$ cat config.mk
export PLATFORM = sky130hd
export DESIGN_NAME = ee_bitbang_slave
export DESIGN_NICKNAME = d
export VERILOG_FILES = /design/src/rtl/ee_pkg.sv /design/src/rtl/ee_event_classify.sv /design/src/rtl/ee_store.sv /design/src/rtl/ee_bit_engine.sv /design/src/rtl/ee_bitbang_slave.sv
export SDC_FILE = /design/constraint.sdc
export NUM_CORES = 2
export LEC_CHECK = 0
export ABC_CLOCK_PERIOD_IN_PS = 4200
export BUFFER_PORTS_ARGS = -buffer_cell sky130_fd_sc_hd__buf_2
export CORE_MARGIN = 5
export CORE_UTILIZATION = 55
export DETAILED_ROUTE_END_ITERATION = 16
export GPL_ROUTABILITY_DRIVEN = 0
export PLACE_DENSITY = 0.7
export SETUP_SLACK_MARGIN = 0.15
export SLEW_MARGIN = 10
export SYNTH_ARGS = -nofsm -noshare
export SYNTH_HDL_FRONTEND = slang
export SYNTH_SLANG_ARGS = --single-unit
$ cat constraint.sdc
create_clock -name clk -period 4.2 [get_ports clk]
set_clock_uncertainty 0.15 [all_clocks]
set_input_delay 0.63 -clock clk [delete_from_list [all_inputs] [get_ports clk]]
set_output_delay 0.63 -clock clk [all_outputs]
set_load 0.01 [all_outputs]
$ cat src/rtl/ee_pkg.sv
// Package: shared types and constants of the bit-level serial EEPROM slave.
// Assumes one bus update carries a complete (clock, data) level pair.
package ee_pkg;

    localparam int TICK_W = 5;

    // Tick values that the bit engine decodes
    localparam logic [TICK_W-1:0] TK_IDLE  = 5'd0;   // no transfer in progress
    localparam logic [TICK_W-1:0] TK_FIRST = 5'd1;   // first command bit after a start
    localparam logic [TICK_W-1:0] TK_ACK   = 5'd9;   // acknowledge slot
    localparam logic [TICK_W-1:0] TK_END   = 5'd17;  // a byte after the acknowledge is complete
    localparam logic [TICK_W-1:0] TK_ONE   = 5'd1;

    // Classification of one bus update against the previous one
    typedef enum logic [2:0] {
        EV_NONE  = 3'd0,   // no clock rise, no bus condition
        EV_START = 3'd1,   // clock held high, data fell
        EV_STOP  = 3'd2,   // clock held high, data rose
        EV_BIT   = 3'd3,   // clock rose, data stable: a bit is taken
        EV_SKEW  = 3'd4    // clock rose while data changed: no bit
    } ee_event_e;

endpackage

$ cat src/rtl/ee_event_classify.sv
// Module: ee_event_classify
// Sorts the current bus level pair against the previous one into a start,
// stop, clean clock rise, skewed clock rise or nothing. Purely combinational;
// assumes the caller holds the previous levels.
module ee_event_classify
    import ee_pkg::*;
(
    input  logic      prev_scl,
    input  logic      prev_sda,
    input  logic      scl,
    input  logic      sda,
    output ee_event_e ev
);

    // Bus conditions take precedence over clock edges
    always_comb begin
        ev = EV_NONE;
        if (prev_scl && scl && (prev_sda != sda)) begin
            ev = sda ? EV_STOP : EV_START;
        end else if (!prev_scl && scl) begin
            ev = (prev_sda == sda) ? EV_BIT : EV_SKEW;
        end
    end

endmodule

$ cat src/rtl/ee_store.sv
// Module: ee_store
// Byte storage of the slave: one synchronous write port for initialisation and
// one asynchronous read port for the bit engine. Assumes contents are loaded
// before use; the array itself is not reset.
module ee_store #(
    parameter int AW = 8,
    parameter int DW = 8
) (
    input  logic          clk,
    input  logic          wr_en,
    input  logic [AW-1:0] wr_addr,
    input  logic [DW-1:0] wr_data,
    input  logic [AW-1:0] rd_addr,
    output logic [DW-1:0] rd_data
);

    localparam int DEPTH = 1 << AW;

    logic [DW-1:0] mem [DEPTH];

    // Initialisation write
    always_ff @(posedge clk) begin
        if (wr_en) begin
            mem[wr_addr] <= wr_data;
        end
    end

    // Fetch for the bit engine
    assign rd_data = mem[rd_addr];

endmodule

$ cat src/rtl/ee_bit_engine.sv
// Module: ee_bit_engine
// Tick-counted protocol engine. On each bus update it records the new levels
// and acts on the classified event: it takes the read/write flag from the
// command, captures the word address, shifts out read data and drives the
// acknowledge slots. Assumes a storage read port with zero latency at rd_addr.
module ee_bit_engine
    import ee_pkg::*;
#(
    parameter int AW = 8,
    parameter int DW = 8
) (
    input  logic          clk,
    input  logic          rst_n,
    input  logic          upd,
    input  logic          scl,
    input  logic          sda,
    output logic [AW-1:0] rd_addr,
    input  logic [DW-1:0] rd_data,
    output logic          sda_o
);

    localparam logic [AW-1:0] ADDR_ONE = {{(AW-1){1'b0}}, 1'b1};

    logic              prev_scl;
    logic              prev_sda;
    logic [TICK_W-1:0] tick;
    logic              ack;       // an acknowledge slot is pending
    logic              ack_rel;   // pending slot belongs to the host: release the line
    logic              rd_cmd;    // last command bit seen: 1 = read
    logic [AW-1:0]     addr;
    logic [DW-1:0]     data;
    ee_event_e         ev;
    logic              rise;

    ee_event_classify u_classify (
        .prev_scl (prev_scl),
        .prev_sda (prev_sda),
        .scl      (scl),
        .sda      (sda),
        .ev       (ev)
    );

    assign rise = (ev == EV_BIT) || (ev == EV_SKEW);

    // Next location: after a read byte the following one, after an address byte the new address
    assign rd_addr = rd_cmd ? (addr + ADDR_ONE) : {addr[AW-2:0], sda};

    // Protocol state, advanced once per bus update
    always_ff @(posedge clk) begin
        if (!rst_n) begin
            prev_scl <= 1'b1;
            prev_sda <= 1'b1;
            tick     <= TK_IDLE;
            ack      <= 1'b0;
            ack_rel  <= 1'b0;
            rd_cmd   <= 1'b0;
            addr     <= '0;
            data     <= '0;
            sda_o    <= 1'b1;
        end else if (upd) begin
            prev_scl <= scl;
            prev_sda <= sda;
            if (ev == EV_START) begin
                tick  <= TK_FIRST;
                ack   <= 1'b0;
                sda_o <= 1'b1;
            end else if (ev == EV_STOP) begin
                tick  <= TK_IDLE;
                ack   <= 1'b0;
                sda_o <= 1'b1;
            end else if (tick == TK_IDLE && !ack) begin
                // idle: wait for a start
            end else if (ack && rise) begin
                sda_o <= ack_rel;
                ack   <= 1'b0;
            end else if (ev == EV_BIT) begin
                if (tick < TK_ACK) begin
                    rd_cmd <= sda;
                    sda_o  <= 1'b1;
                    tick   <= tick + TK_ONE;
                    if (tick == TK_ACK - TK_ONE) begin
                        ack     <= 1'b1;
                        ack_rel <= 1'b0;
                    end
                end else if (tick < TK_END) begin
                    if (rd_cmd) begin
                        sda_o <= data[DW-1];
                        data  <= {data[DW-2:0], 1'b0};
                    end else begin
                        addr  <= {addr[AW-2:0], sda};
                        sda_o <= 1'b1;
                    end
                    if (tick == TK_END - TK_ONE) begin
                        tick    <= TK_ACK;
                        ack     <= 1'b1;
                        ack_rel <= rd_cmd;
                        data    <= rd_data;
                        if (rd_cmd) begin
                            addr <= addr + ADDR_ONE;
                        end
                    end else begin
                        tick <= tick + TK_ONE;
                    end
                end
            end
        end
    end

    AST_TICK_RANGE: assert property (@(posedge clk) disable iff (!rst_n)
        tick <= TK_END);
    AST_ACK_SLOT: assert property (@(posedge clk) disable iff (!rst_n)
        ack |-> tick == TK_ACK);
    AST_START_RESTART: assert property (@(posedge clk) disable iff (!rst_n)
        (upd && ev == EV_START) |=> (tick == TK_FIRST && sda_o));
    AST_STOP_RELEASE: assert property (@(posedge clk) disable iff (!rst_n)
        (upd && ev == EV_STOP) |=> (tick == TK_IDLE && sda_o));
    AST_IDLE_IGNORED: assert property (@(posedge clk) disable iff (!rst_n)
        (upd && tick == TK_IDLE && !ack && ev != EV_START) |=> (tick == TK_IDLE && sda_o));
    AST_SKEW_NO_BIT: assert property (@(posedge clk) disable iff (!rst_n)
        (upd && ev == EV_SKEW) |=> $stable(tick));
    AST_HOLD_NO_UPD: assert property (@(posedge clk) disable iff (!rst_n)
        !upd |=> ($stable(sda_o) && $stable(tick) && $stable(addr)));

endmodule

$ cat src/rtl/ee_bitbang_slave.sv
// Module: ee_bitbang_slave
// Top of the bit-level serial EEPROM slave: storage plus protocol engine.
// Assumes the host presents one sampled (clock, data) pair per bus_upd pulse
// and fills the memory through the init port before reading.
module ee_bitbang_slave #(
    parameter int AW = 8
) (
    input  logic          clk,
    input  logic          rst_n,
    input  logic          bus_upd,
    input  logic          scl_in,
    input  logic          sda_in,
    input  logic          init_we,
    input  logic [AW-1:0] init_addr,
    input  logic [7:0]    init_data,
    output logic          sda_out
);

    localparam int DW = 8;

    logic [AW-1:0] fetch_addr;
    logic [DW-1:0] fetch_data;

    ee_store #(.AW(AW), .DW(DW)) u_store (
        .clk     (clk),
        .wr_en   (init_we),
        .wr_addr (init_addr),
        .wr_data (init_data),
        .rd_addr (fetch_addr),
        .rd_data (fetch_data)
    );

    ee_bit_engine #(.AW(AW), .DW(DW)) u_engine (
        .clk     (clk),
        .rst_n   (rst_n),
        .upd     (bus_upd),
        .scl     (scl_in),
        .sda     (sda_in),
        .rd_addr (fetch_addr),
        .rd_data (fetch_data),
        .sda_o   (sda_out)
    );

endmodule

== After elaboration in Yosys (flattened, before gate mapping) ==
Memory sizes are Yosys's and may differ from the RTL's.
Cells that the tools add are included.

* Memories: 1
* Bits in latches: 0
* Bits in writable memories: 2,048
* Input port bits: 22
* Register bits: 27
* Bits in read-only memories: 0

* Divide/modulo/power cells: 0
* Equality and inequality tests: 12
* Bitwise operators: 5
* Magnitude comparators: 2
* $add $sub $neg: 2
* Multiply operators: 0
* Multiplexer cells: 41
* Reduce and logical (&&, ||, !) cells: 24
* Shift-type cells: 0

{| class="wikitable"
|+ Memory list
! name !! words !! width !! read ports !! clocked after Yosys merged registers in !! wr ports !! RTL line !! text
|-
| u_store.mem || 256 || 8 || 1 || 0 || 1 || ee_store.sv:19 || <nowiki>logic [DW-1:0] mem [DEPTH];</nowiki>
|}

{| class="wikitable"
|+ Operators by type and width
! cell !! number
|-
| $mux W8 || 6
|-
| $mux W5 || 8
|-
| $mux W1 || 23
|-
| $reduce_and A9 Y1 || 2
|-
| $reduce_bool A5 Y1 || 2
|-
| $mux W3 || 3
|-
| $add A8 B1 Y8 const B || 1
|-
| $reduce_and A8 Y1 || 1
|-
| $reduce_bool A4 Y1 || 2
|-
| $reduce_and A7 Y1 || 1
|-
| $eq A3 B2 Y1 const B || 2
|-
| $ne A3 B1 Y1 const B || 2
|-
| $reduce_and A6 Y1 || 1
|-
| $reduce_bool A2 Y1 || 3
|-
| $add A5 B1 Y5 const B || 1
|-
| $eq A5 B4 Y1 const B || 1
|-
| $eq A5 B5 Y1 const B || 1
|-
| $logic_and A1 B1 Y1 || 5
|-
| $logic_not A5 Y1 || 1
|-
| $lt A5 B4 Y1 const B || 1
|-
| $lt A5 B5 Y1 const B || 1
|-
| $ne A5 B2 Y1 const B || 1
|-
| $not A1 Y1 || 5
|-
| $reduce_and A5 Y1 || 1
|-
| 10 further kinds || 11
|}

== Depth between registers and ports, before layout ==
* Depth after elaboration: 11
* Gate-level depth with buffers: 16
* Depth with buffers taken out: 11

== Cells and area by module ==
A second synthesis with hierarchy kept.

* Cells, all modules: 3,962
* Area, all modules: 81,241.7 sq um

{| class="wikitable"
|+ By module, submodules not included
! module !! instances !! cells each !! sequential area each (sq um) !! area each (sq um)
|-
| ee_store || 1 || 3,725 || 61,499.0 || 79,396.1
|-
| ee_bit_engine || 1 || 228 || 540.5 || 1,778.0
|-
| ee_event_classify || 1 || 9 || 0.0 || 67.6
|}

== Worst setup path after synthesis ==
No wires, ideal clock.

* Path kind: register to register
* From: register u_engine.addr[1]
* To: register u_engine.data[7]
* Path slack: 1.144 ns
* Cell stages (with the launch flop): 15
* Data arrival time: 2.790 ns
* Clock period less this slack: 3.056 ns
* Path buffers: 5
* Cells stage by stage: dfxtp_1 -> ha_1 -> buf_2 -> buf_2 -> buf_2 -> buf_2 -> buf_2 -> mux2i_1 -> nand2_1 -> o311a_1 -> a32oi_1 -> o22ai_1 -> a211oi_1 -> o2111ai_1 -> a41o_1

* Longest elaborated chain between the ends: 4

{| class="wikitable"
|+ Ends and longest elaborated chain
! what !! RTL line !! text
|-
| start: declaration || ee_bit_engine.sv:30 || <nowiki>logic [AW-1:0] addr;</nowiki>
|-
| start signal: assignment || ee_bit_engine.sv:90 || <nowiki>addr <= {addr[AW-2:0], sda};</nowiki>
|-
| start signal: assignment || ee_bit_engine.sv:99 || <nowiki>addr <= addr + ADDR_ONE;</nowiki>
|-
| $add A8 B1 Y8 || ee_bit_engine.sv:46 || <nowiki>assign rd_addr = rd_cmd ? (addr + ADDR_ONE) : {addr[AW-2:0], sda};</nowiki>
|-
| $mux W8 * || ee_bit_engine.sv:46 ||
|-
| $mem_v2 Z256 W8 * || -- ||
|-
| $mux W8 * || ee_bit_engine.sv:93 || <nowiki>if (tick == TK_END - TK_ONE) begin</nowiki>
|-
| end signal: assignment || ee_bit_engine.sv:88 || <nowiki>data <= {data[DW-2:0], 1'b0};</nowiki>
|-
| end signal: assignment || ee_bit_engine.sv:97 || <nowiki>data <= rd_data;</nowiki>
|-
| end: declaration || ee_bit_engine.sv:31 || <nowiki>logic [DW-1:0] data;</nowiki>
|}

Mark *: on every way between the ends. The rest lies on a longest branch, timed or not.
A chain may end at the register's enable or synchronous reset.

== Worst setup path after layout ==
* From: register u_engine.addr[1]
* To: register u_engine.data[3]

The elaborated chain is that of the path after synthesis.

==> impl_metrics.env <==
export IMPL_floorplan_io_pins=23
export IMPL_core_area_mm2=0.161
export IMPL_worst_supply_voltage_drop_on_vdd_mv=0.453
export IMPL_synth_largest_area_cell="sky130_fd_sc_hd__edfxtp_1"
export IMPL_main_combinational_cell_family_by_area_after_synthesis="multiplexers"
export IMPL_max_clock_freq_mhz=241
export IMPL_syn_avg_cell_area_um2=14.8
export IMPL_port_buffer_count=22
export IMPL_clkSlewWorstSetupHoldPaths_ns=0.06
export IMPL_hold_violations=0
export IMPL_antenna_found_initial=12
export IMPL_total_power_divided_by_cell_area_mw_per_mm2=422
export IMPL_design_power_total_mw=42.6
export IMPL_overflow_after_grt=0
export IMPL_pin_count_of_the_biggest_net_entering_global_routing=140
export IMPL_layout_filler_cells=11552
export IMPL_layout_cell_area_non_filler_mm2=0.101
export IMPL_critPathMaxFanout=70
export IMPL_hold_path_class="primary input to register"
export IMPL_worst_endpoint_arrival_ns=4.73
export IMPL_final_setup_viol_count=0
export IMPL_detail_route_vias_per_cell=7.06
export IMPL_synthToLayoutAreaGrowth_pct=13.2
export IMPL_rows=147
export IMPL_grt_setup_unrepaired="true"
export IMPL_fin_crit_ns=4.14
export IMPL_grt_met2_usage_pct=49.1
export IMPL_finalMaxSlewViolations=0
export IMPL_post_dp_hpwl_um=181000
export IMPL_max_slew_worst_pin_slew_ns=1.14
export IMPL_drive_gt1_share_pct=20.8
export IMPL_yosys_area_share_xor_xnor_pct=0.0476
export IMPL_tritoncts="yes"
export IMPL_detailedRoute_firstPassIterationCount=9
export IMPL_drt_total_wl_um=289000
export IMPL_post_synth_top_count_cell="sky130_fd_sc_hd__edfxtp_1"
export IMPL_drt_antenna_violating_nets=0
export IMPL_maxCapViolCount=0
export IMPL_synth_commonest_cells="2048 x sky130_fd_sc_hd__edfxtp_1, 735 x sky130_fd_sc_hd__nand2_1, 440 x sky130_fd_sc_hd__nor2_1"
export IMPL_cts_htree_levels=4
export IMPL_worst_setup_path_type="register to register"
export IMPL_synth_largest_type_area_fraction_pct=68.9
export IMPL_synth_simple_gate_area_share_pct=7.32
export IMPL_status="completed"
export IMPL_drc=0
export IMPL_post_place_cells=8213
export IMPL_synth_adder_area_share_pct=0.0420
export IMPL_async_reset_ff_share_pct=0
export IMPL_synth_warnings=0
export IMPL_clkLatencyLatePin_ns=0.88
export IMPL_grt_use_total_pct=33.4
export IMPL_routedWlPerCell_um=33.5
export IMPL_routed_via_count=60846
export IMPL_chipHeight_um=413
export IMPL_gr_usage_met3_pct=9.62
export IMPL_synth_compound_area_share_pct=9.91
export IMPL_dieArea_mm2=0.170
export IMPL_cts_buffers_inserted=206
export IMPL_placement_cell_area_mm2=0.0942
export IMPL_yosys_register_bits=2075
export IMPL_grt_first_pass_wirelength_um=413000
export IMPL_ctsLongestPathBuffers=3
export IMPL_detail_route_iter0_violations=10924
export IMPL_leakagePower_nw=31.8
export IMPL_die_width_um=413
export IMPL_main_synth_ff_type="sky130_fd_sc_hd__edfxtp_1"
export IMPL_initial_utilization_pct=55.5
export IMPL_post_layout_nonfiller_instances=8618
export IMPL_synth_edf_count=2048
export IMPL_relSlewSlack_pct=23.9
export IMPL_crit_required_ns=4.79
export IMPL_post_route_util_pct=62.8
export IMPL_grt_busiest_layer="met2"
export IMPL_clock_tree_root_cell="sky130_fd_sc_hd__clkbuf_16"
export IMPL_via_count_of_the_first_global_routing_pass=58450
export IMPL_synth_lib_cells_used_distinct=81
export IMPL_synth_fp_nets=6069
export IMPL_cts_sink_count=2075
export IMPL_seq_area_frac_synth_pct=69.5
export IMPL_startpoint_type="register"
export IMPL_fin_crit_sh_pct=98.6
export IMPL_nets=6293
export IMPL_synth_mux_area_fraction_pct=10.4
export IMPL_critical_path_endpoint_category="register"
export IMPL_count_of_mapped_cells_out_of_synthesis=6044
export IMPL_synth_top_cells_by_area="sky130_fd_sc_hd__edfxtp_1 69%, sky130_fd_sc_hd__mux4_2 5.1%, sky130_fd_sc_hd__mux2_2 3.7%"
export IMPL_use_met1_pct=45.2
export IMPL_synthesis_area_mm2=0.0893
[where the power goes]
part	total [mW]	internal (mW)	leakage (nW)	switching [mW]
clock network	18.4	10.4	3.28	8.03
registers	22.8	22.8	18.6	0.0168
logic	1.38	0.354	9.90	1.02
total	42.6	33.5	31.8	9.07
[registers in the layout, indices dropped and copies added, names as in the netlist, named ones only]
signal and count:
u_engine.ack_rel 1, u_engine.data 8, u_engine.tick 5, u_engine.prev_sda 1, u_engine.prev_scl 1, u_engine.addr 7
u_engine.sda_o 1, u_engine.rd_cmd 1, u_store.mem 2048, u_engine.ack 1
[placed cells by master (no fill, tap or decap), types with 96 or more instances in the layout]
| master | n |
|---|---|
| sky130_fd_sc_hd__edfxtp_1 | 2048 |
| sky130_fd_sc_hd__nand2_1 | 735 |
| sky130_fd_sc_hd__nor2_1 | 439 |
| sky130_fd_sc_hd__buf_4 | 400 |
| sky130_fd_sc_hd__mux2_2 | 295 |
| sky130_fd_sc_hd__o22ai_1 | 259 |
| sky130_fd_sc_hd__a21oi_1 | 212 |
| sky130_fd_sc_hd__clkbuf_16 | 207 |
| sky130_fd_sc_hd__mux4_2 | 202 |
| sky130_fd_sc_hd__nand3_1 | 195 |
| sky130_fd_sc_hd__mux2i_1 | 141 |
| sky130_fd_sc_hd__o21ai_0 | 134 |
| sky130_fd_sc_hd__a31oi_1 | 130 |
| sky130_fd_sc_hd__o221ai_1 | 96 |
[per-layer routing]
layer	up-vias	wire, µm
li1	24520	-
met1	30436	102000
met2	4927	127000
met3	955	40600
met4	8	18700
met5	-	199
[final cells by class]
cell class                      count  area, µm²  area share (%)
Antenna cell                       13       32.5          0.0322
Clock buffer                      259       5370            5.32
Clock inverter                    126       1330            1.32
Inverter                            6       31.3          0.0309
Multi-Input combinational cell   3486      25000            24.7
Sequential cell                  2075      62000            61.4
Tap cell                         2160       2700            2.67
Timing Repair Buffer              493       4590            4.54
[path summary, 6_finish.rpt]
kind / slack (ns) / startpoint / end / depth (start not counted)
worst min-delay path: 0.08 / rst_n / u_engine.prev_sda / 2
worst min register to register: 0.32 / u_engine.data[1] / u_engine.data[1] / 1
worst max register to register: 0.06 / u_engine.addr[1] / u_engine.data[3] / 10
worst max-delay path: 0.06 / u_engine.addr[1] / u_engine.data[3] / 10
[repair_timing]
action,CTS,global route
pin swaps,0,3
gates resized for setup,8,13
hold buffers,2,0
endpoints found under the setup margin,4,6
setup buffers,0,4
cloned,0,1
endpoints found under the hold margin,2,0
[through the flow]
step / setup slack (ns) / hold slack [ns] / setup TNS [ns]
after detailed placement: -0.188 / 0.305 / -0.442
final: 0.0585 / 0.0842 / 0
after global placement: -0.122 / 0.301 / -0.328
after CTS: 0.169 / 0.0202 / 0
after global routing: 0.122 / 0.0949 / 0
after floorplan: 1.14 / 0.275 / 0
[worst max-delay path, stage by stage, from the launching register on]
cell and delay (ns):
sky130_fd_sc_hd__dfxtp_1 0.41, sky130_fd_sc_hd__ha_4 0.50, sky130_fd_sc_hd__buf_12 0.37, sky130_fd_sc_hd__mux2_2 0.40, sky130_fd_sc_hd__o22ai_1 0.15, sky130_fd_sc_hd__a21oi_1 0.10
sky130_fd_sc_hd__a22oi_1 0.43, sky130_fd_sc_hd__o21ai_0 0.26, sky130_fd_sc_hd__or4_1 0.56, sky130_fd_sc_hd__o21ai_1 0.40, sky130_fd_sc_hd__o31ai_1 0.15
[logic make-up (layout without fill, tap and decap cells)]
group,after synthesis,count (layout)
buffers and inverters,483,884
AND/OR/NAND/NOR,1554,1554
other,0,13
adder cells (fa/ha/maj),3,3
AO/OA/AOI/OAI,1285,1285
XOR/XNOR,4,4
multiplexers,640,640
flip-flops,2075,2075
(Power assumes the default switching activity.)
